===== src/rtl/rcu_pkg.sv =====
package rcu_pkg;
  localparam int unsigned STAT_W = 8;

  localparam int unsigned BIT_POR  = 7;
  localparam int unsigned BIT_PIN  = 6;
  localparam int unsigned BIT_WDG  = 5;
  localparam int unsigned BIT_ILOP = 4;
  localparam int unsigned BIT_ILAD = 3;
  localparam int unsigned BIT_LVD  = 1;

  // synchronizer lane map
  localparam int unsigned S_LVD    = 0;
  localparam int unsigned S_LVDEN  = 1;
  localparam int unsigned S_PIN    = 2;
  localparam int unsigned S_WTO    = 3;
  localparam int unsigned S_WEN    = 4;
  localparam int unsigned S_BADOP  = 5;
  localparam int unsigned S_STOP   = 6;
  localparam int unsigned S_STOPOK = 7;
  localparam int unsigned S_BGND   = 8;
  localparam int unsigned S_DBGOK  = 9;
  localparam int unsigned NSYNC    = 10;

  typedef struct packed {
    logic por;
    logic pin;
    logic wdg;
    logic ilop;
    logic ilad;
    logic lvd;
  } cause_t;

  typedef enum logic [1:0] {
    CAP_POWER = 2'd0,
    CAP_LOWV  = 2'd1,
    CAP_EVENT = 2'd2
  } cap_kind_t;

  localparam cause_t POR_ONLY = '{por: 1'b1, default: 1'b0};

  function automatic logic [STAT_W-1:0] encode_status(cap_kind_t kind, cause_t c, logic keep_por);
    logic [STAT_W-1:0] v;
    v = '0;
    case (kind)
      CAP_POWER: begin
        v[BIT_POR] = 1'b1;
        v[BIT_LVD] = 1'b1;
      end
      CAP_LOWV: begin
        v[BIT_POR] = keep_por;
        v[BIT_LVD] = 1'b1;
      end
      default: begin
        v[BIT_PIN]  = c.pin;
        v[BIT_WDG]  = c.wdg;
        v[BIT_ILOP] = c.ilop;
        v[BIT_ILAD] = c.ilad;
      end
    endcase
    return v;
  endfunction
endpackage


===== src/rtl/rcu_sync.sv =====
module rcu_sync #(
  parameter int unsigned W = 4
) (
  input  logic         clk,
  input  logic         arst,
  input  logic [W-1:0] d,
  output logic [W-1:0] q
);
  logic [W-1:0] stage1;
  logic [W-1:0] stage2;

  always_ff @(posedge clk or posedge arst) begin
    if (arst) begin
      stage1 <= '0;
      stage2 <= '0;
    end else begin
      stage1 <= d;
      stage2 <= stage1;
    end
  end

  assign q = stage2;
endmodule


===== src/rtl/rcu_addr_check.sv =====
module rcu_addr_check #(
  parameter int unsigned          AW          = 16,
  parameter int unsigned          NGAP        = 2,
  parameter logic [NGAP*AW-1:0]   GAP_LO      = {16'h1834, 16'h0440},
  parameter logic [NGAP*AW-1:0]   GAP_HI      = {16'hBFFF, 16'h17FF},
  parameter logic [AW-1:0]        STATUS_ADDR = 16'h1800
) (
  input  logic          clk,
  input  logic          arst,
  input  logic          valid,
  input  logic          write,
  input  logic [AW-1:0] addr,
  output logic          illegal_q,
  output logic          clear_q
);
  logic [NGAP-1:0] hit;

  for (genvar g = 0; g < NGAP; g++) begin : g_gap
    localparam logic [AW-1:0] LO = GAP_LO[g*AW +: AW];
    localparam logic [AW-1:0] HI = GAP_HI[g*AW +: AW];
    assign hit[g] = (addr >= LO) && (addr <= HI);
  end

  always_ff @(posedge clk or posedge arst) begin
    if (arst) begin
      illegal_q <= 1'b0;
      clear_q   <= 1'b0;
    end else begin
      illegal_q <= valid && (|hit);
      clear_q   <= valid && write && (addr == STATUS_ADDR);
    end
  end
endmodule


===== src/rtl/rcu_stretch.sv =====
module rcu_stretch #(
  parameter int unsigned HOLD = 16
) (
  input  logic clk,
  input  logic arst,
  input  logic req,
  output logic rst_o,
  output logic release_o
);
  localparam int unsigned   CW   = $clog2(HOLD + 1);
  localparam logic [CW-1:0] LOAD = CW'(HOLD);
  localparam logic [CW-1:0] ONE  = CW'(1);

  logic [CW-1:0] cnt;

  always_ff @(posedge clk or posedge arst) begin
    if (arst) begin
      cnt <= LOAD;
    end else if (req) begin
      cnt <= LOAD;
    end else if (cnt != '0) begin
      cnt <= cnt - ONE;
    end
  end

  assign rst_o     = req || (cnt != '0);
  assign release_o = !req && (cnt == ONE);
endmodule


===== src/rtl/rcu_status.sv =====
module rcu_status
  import rcu_pkg::*;
(
  input  logic              clk,
  input  logic              arst,
  input  logic              capture,
  input  cause_t            src,
  output logic [STAT_W-1:0] status_o
);
  cause_t            sticky;
  cause_t            acc;
  cap_kind_t         kind;
  logic [STAT_W-1:0] status_q;
  logic [STAT_W-1:0] nxt;

  always_comb begin
    acc = cause_t'(sticky | src);
    if (acc.por)      kind = CAP_POWER;
    else if (acc.lvd) kind = CAP_LOWV;
    else              kind = CAP_EVENT;
    nxt = encode_status(kind, acc, status_q[BIT_POR]);
  end

  always_ff @(posedge clk or posedge arst) begin
    if (arst) begin
      sticky   <= POR_ONLY;
      status_q <= encode_status(CAP_POWER, POR_ONLY, 1'b1);
    end else if (capture) begin
      sticky   <= '0;
      status_q <= nxt;
    end else begin
      sticky   <= acc;
    end
  end

  assign status_o = status_q;
endmodule


===== src/rtl/rst_cause_unit.sv =====
module rst_cause_unit
  import rcu_pkg::*;
#(
  parameter int unsigned        HOLD        = 16,
  parameter int unsigned        AW          = 16,
  parameter int unsigned        NGAP        = 2,
  parameter logic [NGAP*AW-1:0] GAP_LO      = {16'h1834, 16'h0440},
  parameter logic [NGAP*AW-1:0] GAP_HI      = {16'hBFFF, 16'h17FF},
  parameter logic [AW-1:0]      STATUS_ADDR = 16'h1800
) (
  input  logic              clk,
  input  logic              por_i,
  input  logic              lvd_i,
  input  logic              lvd_rst_en_i,
  input  logic              ext_rst_n_i,
  input  logic              wdog_timeout_i,
  input  logic              wdog_en_i,
  input  logic              bad_opcode_i,
  input  logic              stop_exec_i,
  input  logic              stop_allow_i,
  input  logic              bgnd_exec_i,
  input  logic              dbg_allow_i,
  input  logic              bus_valid_i,
  input  logic              bus_write_i,
  input  logic [AW-1:0]     bus_addr_i,
  output logic              sys_rst_o,
  output logic [STAT_W-1:0] status_o,
  output logic              wdog_clear_o
);
  logic [NSYNC-1:0] raw;
  logic [NSYNC-1:0] syn;
  logic             ill_q;
  cause_t           live;
  logic             any_req;
  logic             release_p;

  always_comb begin
    raw           = '0;
    raw[S_LVD]    = lvd_i;
    raw[S_LVDEN]  = lvd_rst_en_i;
    raw[S_PIN]    = ~ext_rst_n_i;
    raw[S_WTO]    = wdog_timeout_i;
    raw[S_WEN]    = wdog_en_i;
    raw[S_BADOP]  = bad_opcode_i;
    raw[S_STOP]   = stop_exec_i;
    raw[S_STOPOK] = stop_allow_i;
    raw[S_BGND]   = bgnd_exec_i;
    raw[S_DBGOK]  = dbg_allow_i;
  end

  rcu_sync #(.W(NSYNC)) u_sync (
    .clk  (clk),
    .arst (por_i),
    .d    (raw),
    .q    (syn)
  );

  rcu_addr_check #(
    .AW          (AW),
    .NGAP        (NGAP),
    .GAP_LO      (GAP_LO),
    .GAP_HI      (GAP_HI),
    .STATUS_ADDR (STATUS_ADDR)
  ) u_addr (
    .clk       (clk),
    .arst      (por_i),
    .valid     (bus_valid_i),
    .write     (bus_write_i),
    .addr      (bus_addr_i),
    .illegal_q (ill_q),
    .clear_q   (wdog_clear_o)
  );

  always_comb begin
    live.por  = 1'b0;
    live.pin  = syn[S_PIN];
    live.wdg  = syn[S_WTO] & syn[S_WEN];
    live.ilop = syn[S_BADOP]
              | (syn[S_STOP] & ~syn[S_STOPOK])
              | (syn[S_BGND] & ~syn[S_DBGOK]);
    live.ilad = ill_q;
    live.lvd  = syn[S_LVD] & syn[S_LVDEN];
    any_req   = |live;
  end

  rcu_stretch #(.HOLD(HOLD)) u_hold (
    .clk       (clk),
    .arst      (por_i),
    .req       (any_req),
    .rst_o     (sys_rst_o),
    .release_o (release_p)
  );

  rcu_status u_stat (
    .clk      (clk),
    .arst     (por_i),
    .capture  (release_p),
    .src      (live),
    .status_o (status_o)
  );
endmodule


===== config.mk =====
export PLATFORM = sky130hd
export DESIGN_NAME = rst_cause_unit
export DESIGN_NICKNAME = d
export VERILOG_FILES = /design/src/rtl/rcu_pkg.sv /design/src/rtl/rcu_sync.sv /design/src/rtl/rcu_addr_check.sv /design/src/rtl/rcu_stretch.sv /design/src/rtl/rcu_status.sv /design/src/rtl/rst_cause_unit.sv
export SDC_FILE = /design/constraint.sdc
export NUM_CORES = 1
export LEC_CHECK = 0
export BUFFER_PORTS_ARGS = -buffer_cell sky130_fd_sc_hd__buf_2
export CORE_UTILIZATION = 52
export DETAILED_ROUTE_END_ITERATION = 16
export PLACE_DENSITY = 0.79
export SLEW_MARGIN = 40
export SYNTH_ARGS = -nofsm -noshare
export SYNTH_HDL_FRONTEND = slang
export SYNTH_SLANG_ARGS = --single-unit

===== constraint.sdc =====
create_clock -name clk -period 5.8 [get_ports clk]
set_input_delay 0.58 -clock clk [delete_from_list [all_inputs] [get_ports clk]]
set_output_delay 0.58 -clock clk [all_outputs]
set_load 0.02 [all_outputs]

==> results.cfg, run 1 <==
[global_routing]
grt_pass1_wl_microns = 4110
overflow = 0
grt_pass1_vias = 991
grt_antenna_before_repair = 0
grt_max_degree = 40
grt_usage = 0.180

[placed_design]
gp_congestion = 0.775
portBuffers = 37
hpwl_microns = 1820
placed_cell_area_sq_um = 1690

[cts]
clk_pin_slew_ns = 0.11
clockBufferDepth = 2
cts_hold_buf = 0
clock_latency_ns = 0.35
clockRootBuffer = clkbuf_4
cts_resized = 0
cts_tree = yes
cts_max_level = 2
cts_setup_buffers = 0
cts.sinks = 39
cts_made_buffers = 5

[synthesis]
syn_avg_cell_area_sq_um = 13.0
synth_edf_count = 0
async_reset_ff_frac = 1.00
synth_ff_type = dfrtp_1
ys_seq_area_frac = 0.660
yosys_warnings = 0
synth_cells = 114
syn_area_sq_um = 1490
ys_ff_latch = 39
yosysUniqueCellTypes = 38

[routing]
routed-via-count = 1004
vias_per_cell = 5.34
drc_errors = 0
drt-total-wl_microns = 2450
detail-route-antenna-nets = 0
drtPass1Iterations = 4
drtIter0Drc = 20
wl_per_cell_microns = 13.0

[run]
drv_cap = 0

[cells_and_area]
postLayoutCellArea_sq_um = 1800
nFillCells = 194
diodes = 0
fin_util = 0.657
num-nets-final = 189
area_growth_syn_to_layout_pct = 20.9
drive_above_1_share = 0.363

[timing]
hold_viol_final = 0
finalCriticalPeriod_ns = 2.81
max_freq_mhz = 356
clock_skew_ns = 0.00544
fin_tns_setup_ns = 0
finalCritPeriodShare = 0.484
setup-violations-final = 0
rsz0062_at_grt = false
drv_slew = 0

[floorplanning]
core.rowCount = 19
die_area_sq_um = 3080
die-width_microns = 55.5
initial_core_util = 0.544
core_area_sq_um = 2730
die_h_microns = 55.5
num_io_pins = 40

[setup_path]
crit_path_max_fanout = 6
arrival_ns = 2.23
r2r_start = u_hold.cnt[1]
startpoint = u_hold.cnt[0]
path_class = reg2out
ff2ff_setup_slack_ns = 3.77
required_ns = 5.22
start_kind = flop
endpoint_kind = output port

[power]
intPower_uw = 429
p_seq_frac = 0.530
power_density_nw_per_um2 = 301
ir_worst_vdd_uv = 241
switching_power_uw = 111
clockPowerShare = 0.413
switching_share = 0.206
combPwrFrac = 0.057
leakage_uw = 0.000845
total_power_uw = 540

[hold_path]
hold_path.class = in2async

[status]
status = completed
## per-layer routing
layer,wire [microns],global-route usage,vias up
li1,-,-,482
met1,1020,0.199,481
met2,1240,0.299,36
met3,139,0.0703,5
met4,55,0.0964,0
met5,0,0,-
## cell type report
class | instances | area (sq um) | share of cell area
Multi-Input combinational cell | 68 | 464 | 0.258
Clock buffer | 5 | 37.5 | 0.0209
Clock inverter | 3 | 67.6 | 0.0376
Tap cell | 31 | 38.8 | 0.0216
Inverter | 4 | 15.0 | 0.00836
Timing Repair Buffer | 38 | 193 | 0.107
Sequential cell | 39 | 981 | 0.546
## cell usage in the layout, fill, tap and decap left out, drive strengths merged, types with 2 or more instances in the layout
cell,count
a21oi,3
o2bb2ai,4
conb,2
clkbuf,5
a2111oi,2
nand2,8
bufinv,2
nor2,12
and2,3
nor4,3
buf,38
ha,3
and2b,2
nor4b,2
or4b,2
nor3,4
a211oi,3
dfrtp,35
inv,4
dfstp,4
## registers in the layout, summed over array words and instances, names as in the netlist
signal / cells
u_addr.illegal_q: 1
u_stat.sticky: 6
u_addr.clear_q: 1
u_sync.q: 10
u_hold.cnt: 5
u_stat.status_o: 6
u_sync.stage1: 10
## critical path, stage by stage (launching register included)
cell	delay, ns
dfrtp_1	0.44
inv_1	0.10
ha_1	0.17
or4b_2	0.69
or2_2	0.32
buf_2	0.16
## per-stage QoR
stage	hold WS (ns)	setup WS, ns	instances
after floorplan	0.331	3.53	115
after global placement	0.333	3.47	180
after detailed placement	0.336	3.38	180
after CTS	0.318	2.99	188
after global routing	0.301	2.93	188
final	0.325	2.99	188
## cell families (layout without fill, tap and decap cells)
family,after synthesis,after routing,share of synthesized area
AO/OA/AOI/OAI,17,17,0.103
XOR/XNOR,2,2,0.0118
adder cells (fa/ha/maj),3,3,0.0253
buffers and inverters,8,50,0.0303
flip-flops,39,39,0.660
multiplexers,1,1,0.00758
other,1,2,0.00252
AND/OR/NAND/NOR,43,43,0.160
## synthesized netlist by cell type, types with 2 or more instances
library cell | n | area share
inv_1 | 4 | 0.010
o2bb2ai_1 | 4 | 0.024
nor4_1 | 3 | 0.013
nor4b_1 | 2 | 0.012
nand2_1 | 8 | 0.020
dfrtp_1 | 35 | 0.59
and2_1 | 3 | 0.013
a211oi_1 | 3 | 0.015
buf_4 | 2 | 0.010
nor3_1 | 4 | 0.013
ha_1 | 3 | 0.025
dfstp_2 | 4 | 0.071
a21oi_1 | 3 | 0.010
nor2_1 | 12 | 0.030
## power by group through the flow
stage	Combinational [uW]	Clock, uW	Sequential, uW
6_report	31.0	223	286
5_1_grt	35.1	239	287
4_1_cts	31.4	228	286
3_5_place_dp	31.1	0	292
3_3_place_gp	29.7	0	291
2_1_floorplan	17.9	0	290
## worst paths after layout
| kind | to | cells past startpoint |
|---|---|---|
| setup reg to reg | u_stat.status_o[4] | 6 |
| setup / recovery | sys_rst_o | 5 |
| max in group asynchronous | u_hold.cnt[4] | 3 |
| hold / removal | u_sync.stage1[1] | 3 |
| hold reg to reg | u_sync.q[4] | 0 |
| min in group clk | u_sync.stage1[5] | 1 |
No activity file was read; power rests on OpenSTA's default activity.
==> run 2, diff against run 1 <==
--- a/config.mk
+++ b/config.mk
@@ -6,9 +6,9 @@
 export NUM_CORES = 1
 export LEC_CHECK = 0
 export BUFFER_PORTS_ARGS = -buffer_cell sky130_fd_sc_hd__buf_2
-export CORE_UTILIZATION = 52
+export CORE_UTILIZATION = 50
 export DETAILED_ROUTE_END_ITERATION = 16
-export PLACE_DENSITY = 0.79
+export PLACE_DENSITY = 0.77
 export SLEW_MARGIN = 40
 export SYNTH_ARGS = -nofsm -noshare
 export SYNTH_HDL_FRONTEND = slang
==> constraint.sdc (replaced) <==
create_clock -name clk -period 2.9 [get_ports clk]
set_input_delay 0.29 -clock clk [delete_from_list [all_inputs] [get_ports clk]]
set_output_delay 0.29 -clock clk [all_outputs]
set_load 0.02 [all_outputs]
==> run 2 against run 1 <==
Net effect:
- sequential power is 100% higher
- register-to-register slack worse by 3.0 ns
- non-clock buffer count stayed put
- final area shrank 2.9%
- cell count unchanged
- global-route usage shrank 0.051 points
- largest power group unchanged
- highest routed layer unchanged
==> results.cfg, run 2 (synthesized netlist as in run 1, its figures left out) <==
[status]
status = completed

[floorplanning]
core.rowCount = 19
die_area_sq_um = 3200
num_io_pins = 40
die-width_microns = 56.5
initial_core_util = 0.534
die_h_microns = 56.5
core_area_sq_um = 2780

[routing]
detail-route-antenna-nets = 0
drt-total-wl_microns = 2520
drtPass1Iterations = 4
drc_errors = 0
drtIter0Drc = 18
vias_per_cell = 5.43
routed-via-count = 1020
wl_per_cell_microns = 13.4

[cts]
cts_made_buffers = 5
clk_pin_slew_ns = 0.11
clockRootBuffer = clkbuf_4
cts_tree = yes
cts_hold_buf = 0
cts_max_level = 2
cts_setup_buffers = 0
cts_resized = 0
clock_latency_ns = 0.33
clockBufferDepth = 2
cts.sinks = 39

[power]
total_power_uw = 890
ir_worst_vdd_uv = 403
leakage_uw = 0.000829
power_density_nw_per_um2 = 511

[setup_path]
r2r-end = u_stat.status_o[4]
worst-path-buf-inv = 2
critPathMaxStageDelay_ns = 0.69
rr_worst_depth = 6
ff2ff_setup_slack_ns = 0.82
crit_path_max_fanout = 6
endpoint_kind = output port
r2r_start = u_hold.cnt[1]
path_class = reg2out
arrival_ns = 2.19
critPathSlowestCell = or4b_2
cpLargestDelayFamily = simple AND/OR/NAND/NOR gates
required_ns = 2.61
start_kind = flop
path_cells = inv_1 > ha_1 > or4b_2 > or2_2 > buf_2

[hold_path]
hold_path.class = in2async

[global_routing]
grt_pass1_vias = 1012
overflow = 0
grt_antenna_before_repair = 0
grt_pass1_wl_microns = 4250
grt_usage = 0.180
grt_max_degree = 40

[timing]
fin_tns_setup_ns = 0
whs_ns = 0.0399
worst_slew_pin_slew_ns = 0.516
hold_viol_final = 0
max_freq_mhz = 402
finalCriticalPeriod_ns = 2.48
clock_skew_ns = 0.0104
rsz0062_at_grt = false
finalCritPeriodShare = 0.857
setup-violations-final = 0
drv_slew = 0
max_slew_margin = 0.651

[cells_and_area]
final_common_cell = buf_2
num-nets-final = 189
layout_common_cells = 37 x buf_2, 35 x dfrtp_1, 12 x nor2_1
postLayoutCellArea_sq_um = 1740
diodes = 0
fin_cells = 188
area_growth_syn_to_layout_pct = 17.3
drive_above_1_share = 0.363

[placed_design]
placed_cell_area_sq_um = 1690
place_inst = 180
portBuffers = 37
hpwl_microns = 1910
gp_congestion = 0.745

[run]
drv_cap = 0
==> run 2: per-stage QoR <==
stage | utilization | setup WS (ns)
floorplan | - | 0.915
global placement | 0.608 | 0.867
detailed placement | 0.608 | 0.797
CTS | 0.627 | 0.411
global route | 0.627 | 0.267
finish | 0.627 | 0.415
==> run 2: cell type report <==
class                   instances  area [sq um]
inverters                       4          15.0
clock inverters                 3          15.0
fillers                       229          1040
multi-input cells              68           464
well taps                      31          38.8
repair buffers                 38           193
flip-flops and latches         39           981
clock buffers                   5          37.5
==> run 2: worst max path at each step <==
stage | slack [ns] | startpoint | cells past startpoint | to
2_1_floorplan | 0.92 | u_hold.cnt[0] | 5 | sys_rst_o
3_3_place_gp | 0.87 | u_hold.cnt[0] | 5 | sys_rst_o
3_5_place_dp | 0.80 | u_hold.cnt[0] | 5 | sys_rst_o
4_1_cts | 0.41 | u_hold.cnt[0] | 5 | sys_rst_o
5_1_grt | 0.27 | u_hold.cnt[0] | 5 | sys_rst_o
6_report | 0.42 | u_hold.cnt[0] | 5 | sys_rst_o
==> run 2: worst min-delay path: cells and delay by family <==
family                 cells  cell delay [ns]
buffers and inverters      3             0.52
==> run 2: routing by layer <==
metal,share of wire,up-vias,routed length [microns],track usage
met3,0.050,6,126,0.0691
li1,-,482,-,-
met1,0.42,496,1070,0.209
met4,0.016,0,40,0.0627
met2,0.51,36,1290,0.303
met5,0,-,0,0
==> run 2: where the power goes <==
group          internal, uW  switching, uW
logic                  28.0           34.7
clock network          90.3            164
registers               562           11.3
